<file path="src/rtl/pmu_gcs_pkg.sv">
package pmu_gcs_pkg;

    localparam int ADDR_W  = 12;
    localparam int DATA_W  = 64;
    localparam int FX_BASE = 32;

    localparam logic [ADDR_W-1:0] ADDR_STAT = 12'h38E;
    localparam logic [ADDR_W-1:0] ADDR_CTRL = 12'h38F;
    localparam logic [ADDR_W-1:0] ADDR_ACK  = 12'h390;

    typedef enum logic [1:0] {
        SEL_NONE,
        SEL_CTRL,
        SEL_STAT,
        SEL_ACK
    } reg_sel_t;

    typedef struct packed {
        logic              ctrl_we;
        logic              ack_we;
        logic [DATA_W-1:0] data;
    } bus_cmd_t;

    function automatic reg_sel_t decode_addr(input logic [ADDR_W-1:0] a);
        case (a)
            ADDR_CTRL: return SEL_CTRL;
            ADDR_STAT: return SEL_STAT;
            ADDR_ACK:  return SEL_ACK;
            default:   return SEL_NONE;
        endcase
    endfunction

    function automatic logic [DATA_W-1:0] impl_mask(input int ngp, input int nfx);
        logic [DATA_W-1:0] m;
        m = '0;
        for (int i = 0; i < ngp; i++) m[i] = 1'b1;
        for (int j = 0; j < nfx; j++) m[FX_BASE+j] = 1'b1;
        return m;
    endfunction

endpackage

</file>
<file path="src/rtl/pmu_gcs_enable_reg.sv">
module pmu_gcs_enable_reg
    import pmu_gcs_pkg::*;
#(
    parameter logic [DATA_W-1:0] MASK = '0
) (
    input  logic              clk,
    input  logic              rst,
    input  bus_cmd_t          cmd,
    output logic [DATA_W-1:0] ctrl_q
);

    always_ff @(posedge clk) begin
        if (rst)
            ctrl_q <= '0;
        else if (cmd.ctrl_we)
            ctrl_q <= cmd.data & MASK;
    end

endmodule

</file>
<file path="src/rtl/pmu_gcs_status.sv">
module pmu_gcs_status
    import pmu_gcs_pkg::*;
#(
    parameter logic [DATA_W-1:0] MASK = '0
) (
    input  logic              clk,
    input  logic              rst,
    input  bus_cmd_t          cmd,
    input  logic [DATA_W-1:0] ovf_w,
    output logic [DATA_W-1:0] status_q
);

    logic [DATA_W-1:0] clr_w;
    logic [DATA_W-1:0] status_d;

    always_comb begin
        clr_w    = cmd.ack_we ? cmd.data : '0;
        // A new overflow wins over an acknowledge on the same edge.
        status_d = ((status_q & ~clr_w) | ovf_w) & MASK;
    end

    always_ff @(posedge clk) begin
        if (rst)
            status_q <= '0;
        else
            status_q <= status_d;
    end

endmodule

</file>
<file path="src/rtl/pmu_gcs_irq.sv">
module pmu_gcs_irq
    import pmu_gcs_pkg::*;
#(
    parameter int NUM_GP = 4,
    parameter int NUM_FX = 3
) (
    input  logic [DATA_W-1:0] status_q,
    input  logic [DATA_W-1:0] en_w,
    output logic              pmi
);

    localparam int NBITS = NUM_GP + NUM_FX;

    logic [NBITS-1:0] pend;

    for (genvar i = 0; i < NUM_GP; i++) begin : g_gp
        assign pend[i] = status_q[i] & en_w[i];
    end
    for (genvar j = 0; j < NUM_FX; j++) begin : g_fx
        assign pend[NUM_GP+j] = status_q[FX_BASE+j] & en_w[FX_BASE+j];
    end

    assign pmi = |pend;

endmodule

</file>
<file path="src/rtl/pmu_glob_ctl.sv">
module pmu_glob_ctl
    import pmu_gcs_pkg::*;
#(
    parameter int NUM_GP = 4,
    parameter int NUM_FX = 3
) (
    input  logic              clk,
    input  logic              rst,
    input  logic [11:0]       bus_addr,
    input  logic              bus_wr,
    input  logic [63:0]       bus_wdata,
    output logic [63:0]       bus_rdata,
    input  logic [NUM_GP-1:0] ovf_gp_i,
    input  logic [NUM_FX-1:0] ovf_fx_i,
    input  logic [NUM_GP-1:0] irq_en_gp_i,
    input  logic [NUM_FX-1:0] irq_en_fx_i,
    output logic [NUM_GP-1:0] gate_gp_o,
    output logic [NUM_FX-1:0] gate_fx_o,
    output logic              pmi_o
);

    localparam logic [DATA_W-1:0] MASK = impl_mask(NUM_GP, NUM_FX);

    reg_sel_t          sel;
    bus_cmd_t          cmd;
    logic [DATA_W-1:0] ctrl_q;
    logic [DATA_W-1:0] status_q;
    logic [DATA_W-1:0] ovf_w;
    logic [DATA_W-1:0] en_w;

    always_comb begin
        sel         = decode_addr(bus_addr);
        cmd.ctrl_we = bus_wr && (sel == SEL_CTRL);
        cmd.ack_we  = bus_wr && (sel == SEL_ACK);
        cmd.data    = bus_wdata;

        ovf_w = '0;
        ovf_w[NUM_GP-1:0]          = ovf_gp_i;
        ovf_w[FX_BASE +: NUM_FX]   = ovf_fx_i;
        en_w  = '0;
        en_w[NUM_GP-1:0]           = irq_en_gp_i;
        en_w[FX_BASE +: NUM_FX]    = irq_en_fx_i;
    end

    pmu_gcs_enable_reg #(.MASK(MASK)) u_enable (
        .clk    (clk),
        .rst    (rst),
        .cmd    (cmd),
        .ctrl_q (ctrl_q)
    );

    pmu_gcs_status #(.MASK(MASK)) u_status (
        .clk      (clk),
        .rst      (rst),
        .cmd      (cmd),
        .ovf_w    (ovf_w),
        .status_q (status_q)
    );

    pmu_gcs_irq #(.NUM_GP(NUM_GP), .NUM_FX(NUM_FX)) u_irq (
        .status_q (status_q),
        .en_w     (en_w),
        .pmi      (pmi_o)
    );

    assign gate_gp_o = ctrl_q[NUM_GP-1:0];
    assign gate_fx_o = ctrl_q[FX_BASE +: NUM_FX];

    always_comb begin
        case (sel)
            SEL_CTRL: bus_rdata = ctrl_q;
            SEL_STAT: bus_rdata = status_q;
            default:  bus_rdata = '0;
        endcase
    end

endmodule

</file>
<file path="config.mk">
export PLATFORM = sky130hd
export DESIGN_NAME = pmu_glob_ctl
export DESIGN_NICKNAME = d
export VERILOG_FILES = /design/src/rtl/pmu_gcs_pkg.sv /design/src/rtl/pmu_gcs_enable_reg.sv /design/src/rtl/pmu_gcs_status.sv /design/src/rtl/pmu_gcs_irq.sv /design/src/rtl/pmu_glob_ctl.sv
export SDC_FILE = /design/constraint.sdc
export NUM_CORES = 1
export LEC_CHECK = 0
export ABC_AREA = 1
export BUFFER_PORTS_ARGS = -buffer_cell sky130_fd_sc_hd__buf_2
export CAP_MARGIN = 20
export CORE_ASPECT_RATIO = 1.75
export CORE_UTILIZATION = 47
export DETAILED_ROUTE_END_ITERATION = 7
export PLACE_DENSITY = 0.88
export SLEW_MARGIN = 20
export SYNTH_ARGS = -nofsm -noshare
export SYNTH_HDL_FRONTEND = slang
export SYNTH_HIERARCHICAL = 1
export SYNTH_SLANG_ARGS = --single-unit
</file>
<file path="constraint.sdc">
create_clock -name clk -period 4.1 [get_ports clk]
set_input_delay 0.82 -clock clk [delete_from_list [all_inputs] [get_ports clk]]
set_output_delay 0.82 -clock clk [all_outputs]
set_load 0.01 [all_outputs]
</file>
---- Yosys cells after proc, flatten, opt, wreduce, memory -nomap -nowiden ----
Index checks and enable logic that the tools add are counted.
storage, ports and cells
  input bits .............................. 93
  word-level logic and storage cells ...... 24
  register bits after elaboration ......... 14
  output and inout port bits .............. 72
cells by class
  equality and inequality tests ........... 6
  mux-type cells .......................... 3
  reduce and logical (&&, ||, !) cells .... 3
  bitwise operators ....................... 10
operators by type and width
  operator              number
  $pmux 35 s2           1
  $eq 12x10->1 const B  3
  $and 35x35->35        1
  $mux 35               1
  $not 35->35           1
  $or 35x35->35         1
  $and 1x1->1           7
  $reduce_or 7->1       1
  $pmux 2 s3            1
  $eq 2x2->1 const B    2
  $eq 2x1->1 const B    1
  $logic_and 1x1->1     2

---- Longest topological paths before layout ----
Gate-level depths: netlist of run 1.
  depth after elaboration ................. 8
  mapped depth ............................ 15
  gate-level depth less buffers ........... 12

---- Cells and area by module ----
The synthesis of run 1 kept the hierarchy.
modules (own cells, without submodules)
  module              cells an instance  times used  area an instance (um^2)  seq. area each (um^2)
  pmu_glob_ctl        253                1           1119.8                   0.0
  pmu_gcs_enable_reg  102                1           718.2                    140.1
  pmu_gcs_status      93                 1           685.7                    140.1
  pmu_gcs_irq         14                 1           52.6                     0.0

---- Worst setup path before layout of run 1 ----
No wires, ideal clock.
  path type ............................... input -> output
  from .................................... input bus_addr[10]
  to ...................................... output bus_rdata[0]
  data required time ...................... 3.280 ns
  cell stages on the path ................. 10
  path slack .............................. 1.161 ns
  data arrival time ....................... 2.119 ns
  buffers on the path ..................... 2
  path through ............................ inv_1 > nand2_1 > nor2_1 > nand3_1 > nand2_1 > inv_1 > ha_1 > buf_2 > clkbuf_1 > a21oi_1
between the ends
  word-level cells in the longest chain between the ends .. 4
  elaborated cells between the ends (all ways) .. 7
  classes of those cells .................. eq/ne: 5; mux: 2
RTL lines
  item                                             RTL line            source
  start: declaration                               pmu_glob_ctl.sv:9   input logic [11:0] bus_addr,
  $eq 12x10->1                                     pmu_gcs_pkg.sv:25   case (a)
  $pmux 2 s3 (*)                                   pmu_gcs_pkg.sv:25
  $eq 2x2->1 / $eq 2x1->1 (equally long branches)  pmu_glob_ctl.sv:70  case (sel)
  $pmux 35 s2 (*)                                  pmu_glob_ctl.sv:70
  end: declaration                                 pmu_glob_ctl.sv:12  output logic [63:0] bus_rdata,
Every way passes the cells marked *; elsewhere a longest branch is shown, timed or not.

---- Worst setup path in the final report of run 1 ----
  from .................................... input bus_addr[10]
  to ...................................... output bus_rdata[34]
Same word-level chain as after synthesis.

==> qor.txt, run 1 <==
number of detailed-routing iterations run before antenna repair: 6
Via Count: 2289
worst max-slew margin expressed relative to the limit: 0.606
leakage power: 1.12 nW
worst hold path startpoint: u_status/status_q[0]
cell area after technology mapping: 2570 µm²
Tightest Hold Check Type: reg2reg
post-CTS sizing: 0
die outline area: 5780 µm²
wire length on met3: 311 µm
slew at the pin with the worst max-slew slack: 0.591 ns
outcome: complete, but fails checks
first-pass GRT wire length: 7.80 mm
CTS clk-pin slew, worst paths: 0.07 ns
worst reg2reg path startpoint: u_status/status_q[33]
total wirelength of the detailed-routed design: 4.94 mm
share of the clock period used by the worst path after layout: 0.790
antenna violations before repair: 0
CP Launch Point: bus_addr[10]
Iteration-0 DRC Markers: 89
count of placed standard cells in the final layout, fillers left out: 549
DRC errors left: 5
Yosys Warn Count: 6
WP data required: 3.28 ns
number of buffers added for setup after CTS: 0
cell total after placement: 545
routability congestion estimate from global placement: 0.835
failing checks: DRC
max cap viols: 0
Antenna Cells: 0
kind of start point of the critical path: input pin
Port Buffers: 50
layout net count: 591
average vias per placed instance: 4.17
initial core utilization: 0.490
critical path capture point type: output pin
Vert. Die Dim: 99.9 µm
GRT Resource Usage Total: 0.165
critical-path maximum fanout: 32
setup repair after global routing missed its margin: false
Top-Level Pins: 165
area growth from synthesis to layout: -7.15%
count of antenna-violating nets left after detailed routing: 0
number of buffers between clock root and the deepest sink: 2
M1 WL: 1.95 mm
critical setup path kind: in2out
clock tree from TritonCTS: built
CTS Root Cell: sky130_fd_sc_hd__clkbuf_8
Highest Signal Layer: met4
drt wl/cell: 9.00 µm
Core Rows: 35
number of global-route vias before repair: 1892
number of buffers added by the clock tree synthesis step: 3
ratio of total power to cell area: 142 nW/µm²
final count of pins violating max slew: 0
timing-limited maximum frequency: 309 MHz
quantity of hold-fixing buffers added after cts: 0
Total Negative Setup Slacks: 0 ns
final period demand of the worst path: 3.24 ns
estimated wirelength of the detail-placed design: 3.68 mm
number of hold violations in the final report: 0
peak ir drop on the vdd network: 0.105 mV
critical path data arrival time: 2.42 ns
Clock Skews: 0 ns
largest net degree at the start of global routing: 35
maximum level of the CTS H-tree: 1
gate count of the mapped netlist: 461
die outline width: 57.9 µm
layout cells sized above 1: 0.119
GR Overflow Total: 0
setup violation total in the final timing report: 0
routed length on met2: 2.56 mm
clock sinks: 14
core area: 5260 µm²
later-pin clock latency in the skew report: 0.25 ns
average instance area after synthesis: 5.58 µm²
sequential cells by signal, indices dropped and copies added (netlist names):
signal             count
u_status/status_q      7
u_enable/ctrl_q        7
power breakdown:
group	internal [mW]	switching, mW	leakage (nW)	total, mW
clock	0.0851	0.0534	0.0288	0.139
sequential	0.141	0.00438	0.115	0.145
combinational	0.0209	0.0336	0.977	0.0546
total	0.247	0.0914	1.12	0.339
worst paths after layout:
check                                             end  slack [ns]  depth (start not counted)
worst max-delay path                    bus_rdata[34]        0.86                         10
worst min-delay path             u_status/status_q[0]        0.49                          2
worst max register to register  u_status/status_q[33]        3.40                          2
worst min register to register   u_status/status_q[0]        0.49                          2
area by class of cell:
class / count / area [µm²]
Clock buffer: 4 / 55.1
Fill cell: 558 / 2870
Inverter: 29 / 109
Multi-Input combinational cell: 394 / 1600
Sequential cell: 14 / 280
Tap cell: 55 / 68.8
Timing Repair Buffer: 53 / 273
metrics by stage:
step / area [µm²] / setup WS, ns / hold WS [ns] / total power [mW] / util
global route: 2390 / 0.627 / 0.515 / 0.358 / 0.455
finish: 2390 / 0.861 / 0.487 / 0.339 / 0.455
global placement: 2330 / 0.873 / 0.463 / 0.198 / 0.444
floorplan: 2990 / 1.16 / 0.446 / 0.255 / -
detailed placement: 2330 / 0.839 / 0.473 / 0.200 / 0.444
CTS: 2390 / 0.840 / 0.481 / 0.335 / 0.455
per-layer routing:
layer  vias to the layer above  GRT usage
met2                        96      0.326
met1                       935      0.171
met4                         0     0.0458
li1                       1244          -
met5                         -          0
met3                        14     0.0258
layout by cell type, fill, tap and decap left out:
master / instances
sky130_fd_sc_hd__a21oi_1: 71
sky130_fd_sc_hd__ha_2: 2
sky130_fd_sc_hd__buf_4: 3
sky130_fd_sc_hd__nor2_1: 22
sky130_fd_sc_hd__buf_2: 50
sky130_fd_sc_hd__conb_1: 114
sky130_fd_sc_hd__nand2_1: 181
sky130_fd_sc_hd__dfxtp_1: 14
sky130_fd_sc_hd__inv_1: 29
sky130_fd_sc_hd__clkbuf_8: 4
sky130_fd_sc_hd__nand3_1: 3
sky130_fd_sc_hd__ha_1: 1
critical path, stage by stage:
cell	delay (ns)
sky130_fd_sc_hd__buf_2	0.09
sky130_fd_sc_hd__inv_1	0.04
sky130_fd_sc_hd__nand2_1	0.04
sky130_fd_sc_hd__nor2_1	0.16
sky130_fd_sc_hd__nand3_1	0.12
sky130_fd_sc_hd__nand2_1	0.12
sky130_fd_sc_hd__inv_1	0.06
sky130_fd_sc_hd__ha_2	0.69
sky130_fd_sc_hd__a21oi_1	0.09
sky130_fd_sc_hd__buf_2	0.17
No activity file was read; power rests on OpenSTA's default activity.
==> run 2, diff against run 1 <==
CORE_UTILIZATION = 44   (was 47)
PLACE_DENSITY = 0.83   (was 0.88)
clock period = 3.3 ns   (was 4.1 ns; I/O delays follow)
==> qor.txt, run 2 (same netlist as run 1, synthesis figures left out) <==
outcome: complete, no violations
critical-path maximum fanout: 12
minimum setup slack among reg-to-reg paths: 2.66 ns
Iteration-0 DRC Markers: 59
area growth from synthesis to layout: -5.25%
logic gate share of total power: 0.161
Tightest Hold Check Type: reg2reg
final period demand of the worst path: 2.68 ns
GR Overflow Total: 0
max cap viols: 0
kind of start point of the critical path: input pin
placed standard-cell area: 2380 µm²
number of detailed-routing iterations run before antenna repair: 4
GRT Resource Usage Total: 0.148
post-route design area: 2440 µm²
layout net count: 594
critical setup path kind: in2out
die outline width: 59.8 µm
initial core utilization: 0.461
number of buffers added by the clock tree synthesis step: 3
setup violation total in the final timing report: 0
average vias per placed instance: 3.94
number of buffers between clock root and the deepest sink: 2
Top-Level Pins: 165
Total Negative Setup Slacks: 0 ns
ratio of total power to cell area: 173 nW/µm²
Antenna Cells: 0
die outline area: 6170 µm²
post-CTS sizing: 0
M1 WL: 1.85 mm
count of antenna-violating nets left after detailed routing: 0
hold slack final: 0.487 ns
layout cells sized above 1: 0.125
part of the power in the clock network: 0.410
most frequent cells in the layout: 181 x sky130_fd_sc_hd__nand2_1, 114 x sky130_fd_sc_hd__conb_1, 71 x sky130_fd_sc_hd__a21oi_1
CTS clk-pin slew, worst paths: 0.06 ns
reg2reg path depth: 2
number of buffers added for setup after CTS: 0
internal power: 0.307 mW
worst hold path startpoint: u_status/status_q[33]
WP data required: 2.64 ns
routed length on met2: 2.70 mm
peak ir drop on the vdd network: 0.138 mV
drt wl/cell: 8.45 µm
routability congestion estimate from global placement: 0.816
estimated wirelength of the detail-placed design: 3.80 mm
number of global-route vias before repair: 1865
antenna violations before repair: 0
clock tree from TritonCTS: built
leakage power: 1.14 nW
sequential share of power: 0.428
clock sinks: 14
leading registers by flop count: u_enable/ctrl_q x7, u_status/status_q x7
worst reg2reg path startpoint: u_status/status_q[3]
largest net degree at the start of global routing: 34
total wirelength of the detailed-routed design: 4.84 mm
endpoint of the worst register-to-register path: u_status/status_q[3]
switching share of power: 0.271
Via Count: 2257
number of stages on the worst hold path: 2
maximum level of the CTS H-tree: 1
first-pass GRT wire length: 7.35 mm
CTS Root Cell: sky130_fd_sc_hd__clkbuf_8
final count of pins violating max slew: 0
quantity of hold-fixing buffers added after cts: 0
critical path capture point type: output pin
timing-limited maximum frequency: 373 MHz
core area: 5590 µm²
share of the clock period used by the worst path after layout: 0.812
setup repair after global routing missed its margin: false
DRC errors left: 0
worst-case hold path end point: u_status/status_q[33]
critical path data arrival time: 2.02 ns
number of hold violations in the final report: 0
Highest Signal Layer: met4
net switching power: 0.114 mW
wire length on met3: 259 µm
Clock Skews: 0 ns
Vert. Die Dim: 103 µm
Port Buffers: 50
Core Rows: 36
most common cell after layout, fill and taps aside: sky130_fd_sc_hd__nand2_1
later-pin clock latency in the skew report: 0.25 ns
## run 2: changes by cell type in the layout (fill, tap and decap cells not counted)
cell / previous run / this run
sky130_fd_sc_hd__buf_4: 3 / 6
## run 2: layout make-up
cell class                      count  area, µm²
Timing Repair Buffer               56        295
Tap cell                           76       95.1
Fill cell                         606       3150
Sequential cell                    14        280
Inverter                           29        109
Clock buffer                        4       55.1
Multi-Input combinational cell    394       1600
## run 2: metal layers
layer | vias up | track usage
li1 | 1249 | -
met1 | 934 | 0.146
met2 | 70 | 0.307
met3 | 4 | 0.0176
met4 | 0 | 0.0376
met5 | - | 0
## run 2: power by group through the flow
| stage | combinational, mW | sequential [mW] | clock (mW) |
|---|---|---|---|
| after floorplan | 0.134 | 0.182 | 0 |
| after global placement | 0.0630 | 0.184 | 0 |
| after detailed placement | 0.0652 | 0.184 | 0 |
| after CTS | 0.0655 | 0.180 | 0.176 |
| after global routing | 0.0826 | 0.181 | 0.182 |
| final | 0.0680 | 0.180 | 0.173 |
## run 2: metrics by stage
step / instances / power [mW] / util / setup WS, ns
finish: 573 / 0.421 / 0.436 / 0.621
detailed placement: 569 / 0.249 / 0.427 / 0.584
CTS: 573 / 0.422 / 0.436 / 0.583
global placement: 569 / 0.247 / 0.427 / 0.639
floorplan: 573 / 0.317 / - / 0.681
global route: 573 / 0.446 / 0.436 / 0.424
## run 2: worst max-delay path, stage by stage
cell	delay (ns)
sky130_fd_sc_hd__buf_2	0.09
sky130_fd_sc_hd__inv_1	0.04
sky130_fd_sc_hd__nand2_1	0.04
sky130_fd_sc_hd__nor2_1	0.16
sky130_fd_sc_hd__nand3_1	0.12
sky130_fd_sc_hd__nand2_1	0.14
sky130_fd_sc_hd__inv_1	0.06
sky130_fd_sc_hd__ha_2	0.37
sky130_fd_sc_hd__a21oi_1	0.16
sky130_fd_sc_hd__buf_2	0.16
## run 2: worst max path at each step
stage	start	end	slack [ns]
2_1_floorplan	bus_addr[10]	bus_rdata[0]	0.68
3_3_place_gp	bus_addr[10]	bus_rdata[32]	0.64
3_5_place_dp	bus_addr[10]	bus_rdata[32]	0.58
4_1_cts	bus_addr[10]	bus_rdata[32]	0.58
5_1_grt	bus_addr[11]	bus_rdata[32]	0.42
6_report	bus_addr[10]	bus_rdata[32]	0.62
==> run 3, diff against run 2 <==
ABC_AREA = 0   (was 1)
CORE_UTILIZATION = 42   (was 44)
PLACE_DENSITY = 0.82   (was 0.83)
clock period = 2.7 ns   (was 3.3 ns; I/O delays follow)
==> qor.txt, run 3 <==
critical path capture point type: output pin
internal power: 0.347 mW
antenna violations before repair: 0
peak ir drop on the vdd network: 0.114 mV
clock sinks: 14
Yosys Warn Count: 6
routing usage on met2: 0.314
CTS clk-pin slew, worst paths: 0.05 ns
WP data required: 2.16 ns
Clock Skews: 0 ns
number of hold violations in the final report: 0
Port Buffers: 50
logic gate share of total power: 0.175
failing checks: setup timing
CP Launch Point: bus_addr[3]
average vias per placed instance: 4.26
cell total after placement: 449
initial core utilization: 0.440
Tightest Hold Check Type: in2reg
largest net degree at the start of global routing: 30
clock tree from TritonCTS: built
number of buffers between clock root and the deepest sink: 2
count of antenna-violating nets left after detailed routing: 0
net switching power: 0.118 mW
maximum level of the CTS H-tree: 1
GR Overflow Total: 0
reg2reg path depth: 2
critical setup path kind: in2out
count of placed standard cells in the final layout, fillers left out: 459
routability congestion estimate from global placement: 0.718
overall power consumption: 0.465 mW
endpoint of the worst register-to-register path: u_status/status_q[3]
first-pass GRT wire length: 7.16 mm
area growth from synthesis to layout: 7.68%
die outline area: 5860 µm²
gate count of the mapped netlist: 334
met1 usage: 0.148
switching share of power: 0.254
worst hold path startpoint: bus_wdata[2]
estimated wirelength of the detail-placed design: 3.63 mm
drt wl/cell: 10.6 µm
later-pin clock latency in the skew report: 0.23 ns
Core Rows: 35
outcome: complete, but fails checks
layout net count: 483
kind of start point of the critical path: input pin
critical path data arrival time: 2.18 ns
cell area after technology mapping: 2330 µm²
die outline width: 58.3 µm
stage delay of the slowest cell on the critical path: 0.57 ns
Vert. Die Dim: 101 µm
number of stages on the worst hold path: 2
core area: 5300 µm²
number of detailed-routing iterations run before antenna repair: 6
Max stage delay cell, worst path: sky130_fd_sc_hd__or4b_4
sequential share of power: 0.477
Antenna Cells: 0
number of buffers added by the clock tree synthesis step: 3
average instance area after synthesis: 6.98 µm²
busiest layer in global routing: met2
final count of pins violating max slew: 0
CTS Root Cell: sky130_fd_sc_hd__clkbuf_8
critical-path maximum fanout: 8
met3 capacity usage during global routing: 0.0424
most common cell after layout, fill and taps aside: sky130_fd_sc_hd__conb_1
DRC errors left: 0
final period demand of the worst path: 2.72 ns
number of fill cells in the layout: 544
leading registers by flop count: u_enable/ctrl_q x7, u_status/status_q x7
setup violation total in the final timing report: 7
total wirelength of the detailed-routed design: 4.87 mm
Iteration-0 DRC Markers: 59
worst-case hold path end point: u_status/status_q[2]
Via Count: 1956
leakage power: 1.04 nW
number of global-route vias before repair: 1719
share of the clock period used by the worst path after layout: 1.01
Top-Level Pins: 165
worst reg2reg path startpoint: u_status/status_q[3]
minimum setup slack among reg-to-reg paths: 1.96 ns
most frequent cells in the layout: 114 x sky130_fd_sc_hd__conb_1, 75 x sky130_fd_sc_hd__nor2_1, 59 x sky130_fd_sc_hd__a22oi_1
timing-limited maximum frequency: 368 MHz
layout cells sized above 1: 0.242
part of the power in the clock network: 0.348
Worst Slack Setup Final: -0.0150 ns
ratio of total power to cell area: 185 nW/µm²
worst setup slack after placement: -0.114 ns
GRT Resource Usage Total: 0.155
max cap viols: 0
setup repair after global routing missed its margin: true
Critical Path, Cell by Cell: buf_6 > or4b_4 > mux2i_2 > nand2b_1 > ha_4 > buf_12 > a22oi_2 > nor2_1 > buf_2
[run 3: power by group through the flow]
stage | clock network, mW | logic [mW] | registers, mW
floorplan | 0 | 0.155 | 0.223
global placement | 0 | 0.0692 | 0.225
detailed placement | 0 | 0.0717 | 0.225
CTS | 0.169 | 0.0736 | 0.222
global route | 0.175 | 0.0934 | 0.223
finish | 0.161 | 0.0815 | 0.222
[run 3: cell type report]
class | count | area (µm²) | area share
Clock buffer | 3 | 41.3 | 0.0165
Timing Repair Buffer | 72 | 479 | 0.191
Inverter | 7 | 26.3 | 0.0105
Multi-Input combinational cell | 289 | 1590 | 0.633
Sequential cell | 14 | 280 | 0.112
Tap cell | 74 | 92.6 | 0.0369
[run 3: how the worst max path moves through the flow]
stage              endpoint  cells past startpoint
6_report       bus_rdata[1]                      9
5_1_grt        bus_rdata[1]                      9
4_1_cts        bus_rdata[1]                      9
3_5_place_dp   bus_rdata[1]                      8
3_3_place_gp   bus_rdata[3]                      6
2_1_floorplan  bus_rdata[1]                      6
[run 3: what timing repair did]
action,CTS,global route
setup buffers,6,1
hold buffers,0,0
pin swaps,5,0
hold endpoints to repair,0,0
setup endpoints to repair,7,7
gates resized for setup,13,3
cloned,1,0
[run 3: metal layers]
metal	vias up	wire, µm
met3	2	366
met4	0	10
met1	853	1900
li1	1026	-
met5	-	0
met2	75	2590
[run 3: worst max-delay path: cells and delay by family]
family,cells,cell delay (ns)
muxes,1,0.18
and+or+nand+nor,3,0.74
adders and majority gates,1,0.19
buffers and inverters,3,0.37
AOI/OAI and AO/OA,1,0.15
[run 3: metrics by stage]
stage               cell area (µm²)  hold WS [ns]  TNS (ns)  utilization
floorplan                      2770         0.465   -0.0268            -
global placement               2310         0.480    -0.601        0.436
detailed placement             2310         0.507    -0.692        0.436
CTS                            2480         0.509   -0.0464        0.469
global route                   2510         0.522    -0.627        0.473
finish                         2510         0.520   -0.0740        0.473
